--- config.mk ---
export PLATFORM = sky130hd
export DESIGN_NAME = cwf_burst_seq
export DESIGN_NICKNAME = d
export VERILOG_FILES = /design/src/rtl/cwf_pkg.sv /design/src/rtl/cwf_start_calc.sv /design/src/rtl/cwf_beat_counter.sv /design/src/rtl/cwf_burst_seq.sv
export SDC_FILE = /design/constraint.sdc
export NUM_CORES = 1
export LEC_CHECK = 0
export ABC_CLOCK_PERIOD_IN_PS = 1600
export CORE_ASPECT_RATIO = 1.25
export CORE_UTILIZATION = 41
export DETAILED_ROUTE_END_ITERATION = 10
export GPL_ROUTABILITY_DRIVEN = 1
export MAX_ROUTING_LAYER = met4
export PLACE_DENSITY = 0.81
export SYNTH_ARGS = -nofsm -noshare
export SYNTH_HDL_FRONTEND = slang
export SYNTH_HIERARCHICAL = 1
export SYNTH_SLANG_ARGS = --single-unit
--- constraint.sdc ---
create_clock -name clk -period 1.6 [get_ports clk]
set_input_delay 0.32 -clock clk [delete_from_list [all_inputs] [get_ports clk]]
set_output_delay 0.32 -clock clk [all_outputs]
set_load 0.05 [all_outputs]
--- src/rtl/cwf_pkg.sv ---
// Package: shared encodings for the critical-word-first sequencer.
// Assumes: beat widths are powers of two that divide the line size.
package cwf_pkg;
    typedef enum logic {
        BEAT_NARROW = 1'b0,
        BEAT_WIDE   = 1'b1
    } beat_mode_e;
endpackage

--- src/rtl/cwf_start_calc.sv ---
// Module: cwf_start_calc
// Finds the beat that holds the demanded word and the wrap mask (beat count
// minus one) for the selected data-path width. Purely combinational.
// Assumes: NARROW_SHIFT < WIDE_SHIFT <= OFF_W.
module cwf_start_calc #(
    parameter int OFF_W        = 6,
    parameter int IDX_W        = 2,
    parameter int NARROW_SHIFT = 4,
    parameter int WIDE_SHIFT   = 5
) (
    input  logic [OFF_W-1:0]  offset,
    input  cwf_pkg::beat_mode_e mode,
    output logic [IDX_W-1:0]  start_idx,
    output logic [IDX_W-1:0]  wrap_mask
);
    localparam int NARROW_BEATS = 1 << (OFF_W - NARROW_SHIFT);
    localparam int WIDE_BEATS   = 1 << (OFF_W - WIDE_SHIFT);

    // Purpose: divide the offset by the beat width and pick the beat count.
    always_comb begin
        if (mode == cwf_pkg::BEAT_WIDE) begin
            start_idx = IDX_W'(offset >> WIDE_SHIFT);
            wrap_mask = IDX_W'(WIDE_BEATS - 1);
        end else begin
            start_idx = IDX_W'(offset >> NARROW_SHIFT);
            wrap_mask = IDX_W'(NARROW_BEATS - 1);
        end
    end
endmodule

--- src/rtl/cwf_beat_counter.sv ---
// Module: cwf_beat_counter
// Holds the burst state: busy flag, current beat index, beats issued so far
// and the wrap mask. Loads on request acceptance and steps on each handshake.
// Assumes: load is only pulsed while not busy; advance only while busy.
module cwf_beat_counter #(
    parameter int IDX_W = 2
) (
    input  logic             clk,
    input  logic             rst_n,
    input  logic             load,
    input  logic [IDX_W-1:0] start_idx,
    input  logic [IDX_W-1:0] wrap_mask,
    input  logic             advance,
    output logic             busy,
    output logic [IDX_W-1:0] idx,
    output logic             last
);
    logic [IDX_W-1:0] issued_q;
    logic [IDX_W-1:0] mask_q;

    // Purpose: final beat when the issued count reaches the mask.
    always_comb last = busy && (issued_q == mask_q);

    // Purpose: load a burst, step the wrapping index, end after the last beat.
    always_ff @(posedge clk) begin
        if (!rst_n) begin
            busy     <= 1'b0;
            idx      <= '0;
            issued_q <= '0;
            mask_q   <= '0;
        end else if (load) begin
            busy     <= 1'b1;
            idx      <= start_idx;
            issued_q <= '0;
            mask_q   <= wrap_mask;
        end else if (advance) begin
            if (last) begin
                busy <= 1'b0;
            end else begin
                idx      <= (idx + 1'b1) & mask_q;
                issued_q <= issued_q + 1'b1;
            end
        end
    end

    // the index never leaves the range of beats of the current mode.
    a_r4_idx_in_range: assert property (@(posedge clk) disable iff (!rst_n)
        busy |-> ((idx & ~mask_q) == '0));

    // a step that is not the last leaves the burst running.
    a_r5_not_last_keeps_busy: assert property (@(posedge clk) disable iff (!rst_n)
        (advance && busy && !last) |=> busy);
endmodule

--- src/rtl/cwf_burst_seq.sv ---
// Module: cwf_burst_seq (top)
// Critical-word-first beat sequencer for one cache line. Accepts a miss
// request when idle, then issues beat indices starting at the beat holding
// the demanded word, wrapping modulo the beat count.
// Assumes: LINE_BYTES, NARROW_BYTES and WIDE_BYTES are powers of two.
module cwf_burst_seq #(
    parameter int LINE_ADDR_W  = 26,
    parameter int LINE_BYTES   = 64,
    parameter int NARROW_BYTES = 16,
    parameter int WIDE_BYTES   = 32,
    localparam int OFF_W       = $clog2(LINE_BYTES),
    localparam int IDX_W       = $clog2(LINE_BYTES / NARROW_BYTES)
) (
    input  logic                   clk,
    input  logic                   rst_n,
    input  logic                   req_valid,
    output logic                   req_ready,
    input  logic [LINE_ADDR_W-1:0] req_line,
    input  logic [OFF_W-1:0]       req_offset,
    input  logic                   req_wide,
    output logic                   beat_valid,
    input  logic                   beat_ready,
    output logic [IDX_W-1:0]       beat_idx,
    output logic                   beat_last,
    output logic [LINE_ADDR_W-1:0] beat_line
);
    localparam int NARROW_SHIFT = $clog2(NARROW_BYTES);
    localparam int WIDE_SHIFT   = $clog2(WIDE_BYTES);

    logic             busy;
    logic             accept;
    logic             step;
    logic [IDX_W-1:0] start_idx;
    logic [IDX_W-1:0] wrap_mask;
    logic [LINE_ADDR_W-1:0] line_q;
    cwf_pkg::beat_mode_e    mode_in;

    // Purpose: decode handshakes at both edges of the block.
    always_comb begin
        mode_in    = req_wide ? cwf_pkg::BEAT_WIDE : cwf_pkg::BEAT_NARROW;
        req_ready  = !busy;
        accept     = req_valid && req_ready;
        beat_valid = busy;
        step       = beat_valid && beat_ready;
        beat_line  = line_q;
    end

    cwf_start_calc #(
        .OFF_W(OFF_W), .IDX_W(IDX_W),
        .NARROW_SHIFT(NARROW_SHIFT), .WIDE_SHIFT(WIDE_SHIFT)
    ) u_start (
        .offset(req_offset), .mode(mode_in),
        .start_idx(start_idx), .wrap_mask(wrap_mask)
    );

    cwf_beat_counter #(.IDX_W(IDX_W)) u_count (
        .clk(clk), .rst_n(rst_n),
        .load(accept), .start_idx(start_idx), .wrap_mask(wrap_mask),
        .advance(step), .busy(busy), .idx(beat_idx), .last(beat_last)
    );

    // Purpose: capture the line address of an accepted request.
    always_ff @(posedge clk) begin
        if (!rst_n)      line_q <= '0;
        else if (accept) line_q <= req_line;
    end

    // the first beat after acceptance is the critical one.
    a_r3_first_is_critical: assert property (@(posedge clk) disable iff (!rst_n)
        accept |=> (beat_valid && beat_idx == $past(start_idx)));

    // a stalled beat holds its index, last flag and line.
    a_r6_hold_on_stall: assert property (@(posedge clk) disable iff (!rst_n)
        (beat_valid && !beat_ready) |=>
            (beat_valid && $stable(beat_idx) && $stable(beat_last) && $stable(beat_line)));

    // a handed-over final beat returns the sequencer to idle.
    a_r7_idle_after_last: assert property (@(posedge clk) disable iff (!rst_n)
        (step && beat_last) |=> (!beat_valid && req_ready));

    // no request is taken while a burst is presented.
    a_r2_no_accept_busy: assert property (@(posedge clk) disable iff (!rst_n)
        beat_valid |-> !req_ready);

    // the line address stays fixed during a burst.
    a_r8_line_stable: assert property (@(posedge clk) disable iff (!rst_n)
        (beat_valid && $past(beat_valid)) |-> $stable(beat_line));
endmodule

==> results of run 1 <==
[through the flow]
stage	setup slack [ns]	hold WS, ns	utilization (%)	instances
after detailed placement	0.02482	0.4465	63.10	256
after CTS	0.01459	0.3209	65.71	264
after floorplan	0.1347	0.4375	-	159
final	0.05251	0.3259	65.97	264
after global placement	0.08222	0.4425	63.10	256
after global routing	0.001871	0.3389	65.97	264
[layout make-up]
cell class,instances,share of cell area (%)
tap,37,2.120
clock inverter,3,0.8023
sequential,33,30.37
clock buffer,5,3.152
multi-input combinational,110,32.72
inverter,6,1.032
timing repair buffer,70,29.80
[where the power goes]
group | internal, W | leakage [nW] | switching (W) | total (W)
Clock | 0.000300 | 0.0439 | 0.000308 | 0.000608
Sequential | 0.000880 | 0.272 | 0.0000397 | 0.000920
Combinational | 0.000255 | 0.664 | 0.000340 | 0.000595
[critical path: stages (launching register included)]
cell	delay [ns]
dfxtp_2	0.35
xor2_2	0.20
nor3_4	0.23
buf_12	0.16
[metal layers]
metal	vias to the layer above	global-route usage [%]	routed length, um
met5	-	-	0
met4	0	8.438	53
met3	6	5.970	186
met2	41	26.66	1351
met1	551	16.53	1270
li1	639	-	-
[registers in the layout, summed over array words and instances (netlist names)]
| name | flops |
|---|---|
| u_count/mask_q | 2 |
| u_count/busy | 1 |
| beat_line | 26 |
| u_count/idx | 2 |
| u_count/issued_q | 2 |
[what timing repair did]
| action | in CTS | in global routing |
|---|---|---|
| setup endpoints to repair | 0 | 1 |
| gates resized for setup | 0 | 2 |
| setup buffers | 0 | 0 |
[cells in the final DEF, fill, tap and decap left out]
master           count
a21oi_1              2
a31oi_1              1
and2_1               1
and2b_2              1
buf_12               4
buf_2                1
buf_4               34
clkbuf_8             5
clkdlybuf4s50_1     31
clkinv_2             2
clkinvlp_4           1
conb_1               1
dfxtp_1             31
dfxtp_2              2
inv_1                6
mux2_4               1
mux2i_1             29
nand2_1             54
nor2_1               5
nor2b_1              2
nor2b_4              1
nor3_4               1
o21a_1               2
o21ai_0              1
o21ai_1              1
o2bb2ai_1            1
o311ai_1             1
o31a_4               1
xnor2_1              1
xor2_1               1
xor2_2               2
[final timing paths]
path                                     startpoint             end  slack [ns]  cells after the start
worst max register to register    u_count/mask_q[1]  u_count/idx[1]        0.30                      4
worst min register to register        beat_line[14]   beat_line[14]        0.46                      2
worst min-delay path                          rst_n  u_count/idx[0]        0.33                      3
worst max-delay path            u_count/issued_q[0]       beat_last        0.05                      3
[kinds of logic (layout without fill, tap and decap cells)]
group	Yosys count	in the layout	synth area share, %
flops	33	33	44.97
buf+inv	16	84	8.007
compound gates	10	10	5.196
mux	30	30	20.78
other cells	1	1	0.2553
xor+xnor	4	4	2.897
simple gates	65	65	17.89
==> impl_metrics.tcl, run 1 <==
set metrics [dict create \
    grt_pass1_wl_um 4485 \
    vias 1237 \
    drive_gt1_share_pct 24.67 \
    synth-async-reset-ratio_pct 0 \
    dieArea_um2 3827 \
    pin_count 68 \
    post-route-cell-area_um2 2183 \
    synthCells 159 \
    root_buffer "clkbuf_8" \
    grt_max_degree 28 \
    yosysTopAreaCell "dfxtp_1" \
    syn-cell-area_um2 1469 \
    area_growth_pct 48.64 \
    crit_fanout 3 \
    p_leak_nw 0.9796 \
    drtIter0Drc 33 \
    ant_nets 0 \
    holdBufCountCts 0 \
    cts_tree "yes" \
    finalSetupViolations 0 \
    fin_skew_ns 0.004004 \
    place_congestion 0.7283 \
    synth.distinct_cells 27 \
    setup_tns_ns 0 \
    yosysWarningCount 6 \
    cts_buffer_depth 2 \
    layout_worst_path_cycle_share_pct 96.72 \
    synth_edf_count 0 \
    grt_usage_pct 15.89 \
    placed_area_um2 2088 \
    drtPass1Iterations 2 \
    cp.arrival_ns 1.23 \
    regArea_um2 663.1 \
    grt_overflow_total 0 \
    synth_top_area_share_pct 44.97 \
    ys_top_cells_by_area "dfxtp_1, mux2i_1, nand2_1" \
    numCtsBuffers 5 \
    power_w 0.002123 \
    synth_flop_cell "dfxtp_1" \
    cts_max_level 2 \
    antenna_found_initial 0 \
    ys_seq_elements 33 \
    multi_input_area_um2 714.4 \
    period_minus_slack_ns 1.547 \
    cp-end-kind "output pin" \
    cts_num_sinks 33 \
    synth_seq_area_share_pct 44.97 \
    first_global_vias 1065 \
    initial_core_util_pct 44.39 \
    rsz0062_at_grt "false" \
    peakVddDrop_uv 690.8 \
    totalWireLength_um 2862 \
    die_y_um 68.92 \
    avgSynthCellArea_um2 9.238 \
    hold_viol 0 \
    hold_class "in -> reg" \
    crit_type "reg -> out" \
    rows 23 \
    final_nets 263 \
    diodes 0 \
    max_cap_violations 0 \
    clk_latency_ns 0.29 \
    die_w_um 55.54 \
    status "completed" \
    p_per_area_nw_per_um2 972.3 \
    cp.required_ns 1.28 \
    dp_hpwl_um 2149 \
    fillers 278 \
    path_clk_slew_ns 0.07 \
    viasPerCell 4.686 \
    avgRoutedWirePerCell_um 10.84 \
    netlist_top_cells_count "nand2_1, dfxtp_1, mux2i_1" \
    fmax_mhz 646.2 \
    synth.most_common_cell "nand2_1" \
    route.detailed.drc 0 \
    core-area_um2 3309 \
    synth_fp_nets 196 \
    port_buffers 63 \
    finalMaxSlewViolations 0 \
    cp-start-kind "flip-flop" \
]
(Power assumes the default switching activity.)
==> run 2, diff against run 1 <==
--- a/config.mk
+++ b/config.mk
@@ -12,6 +12,7 @@
 export GPL_ROUTABILITY_DRIVEN = 1
 export MAX_ROUTING_LAYER = met4
 export PLACE_DENSITY = 0.81
+export SKIP_LAST_GASP = 1
 export SYNTH_ARGS = -nofsm -noshare
 export SYNTH_HDL_FRONTEND = slang
 export SYNTH_HIERARCHICAL = 1
==> results of run 2 <==
No change in the layout: final DEF, timing and power equal those of run 1.
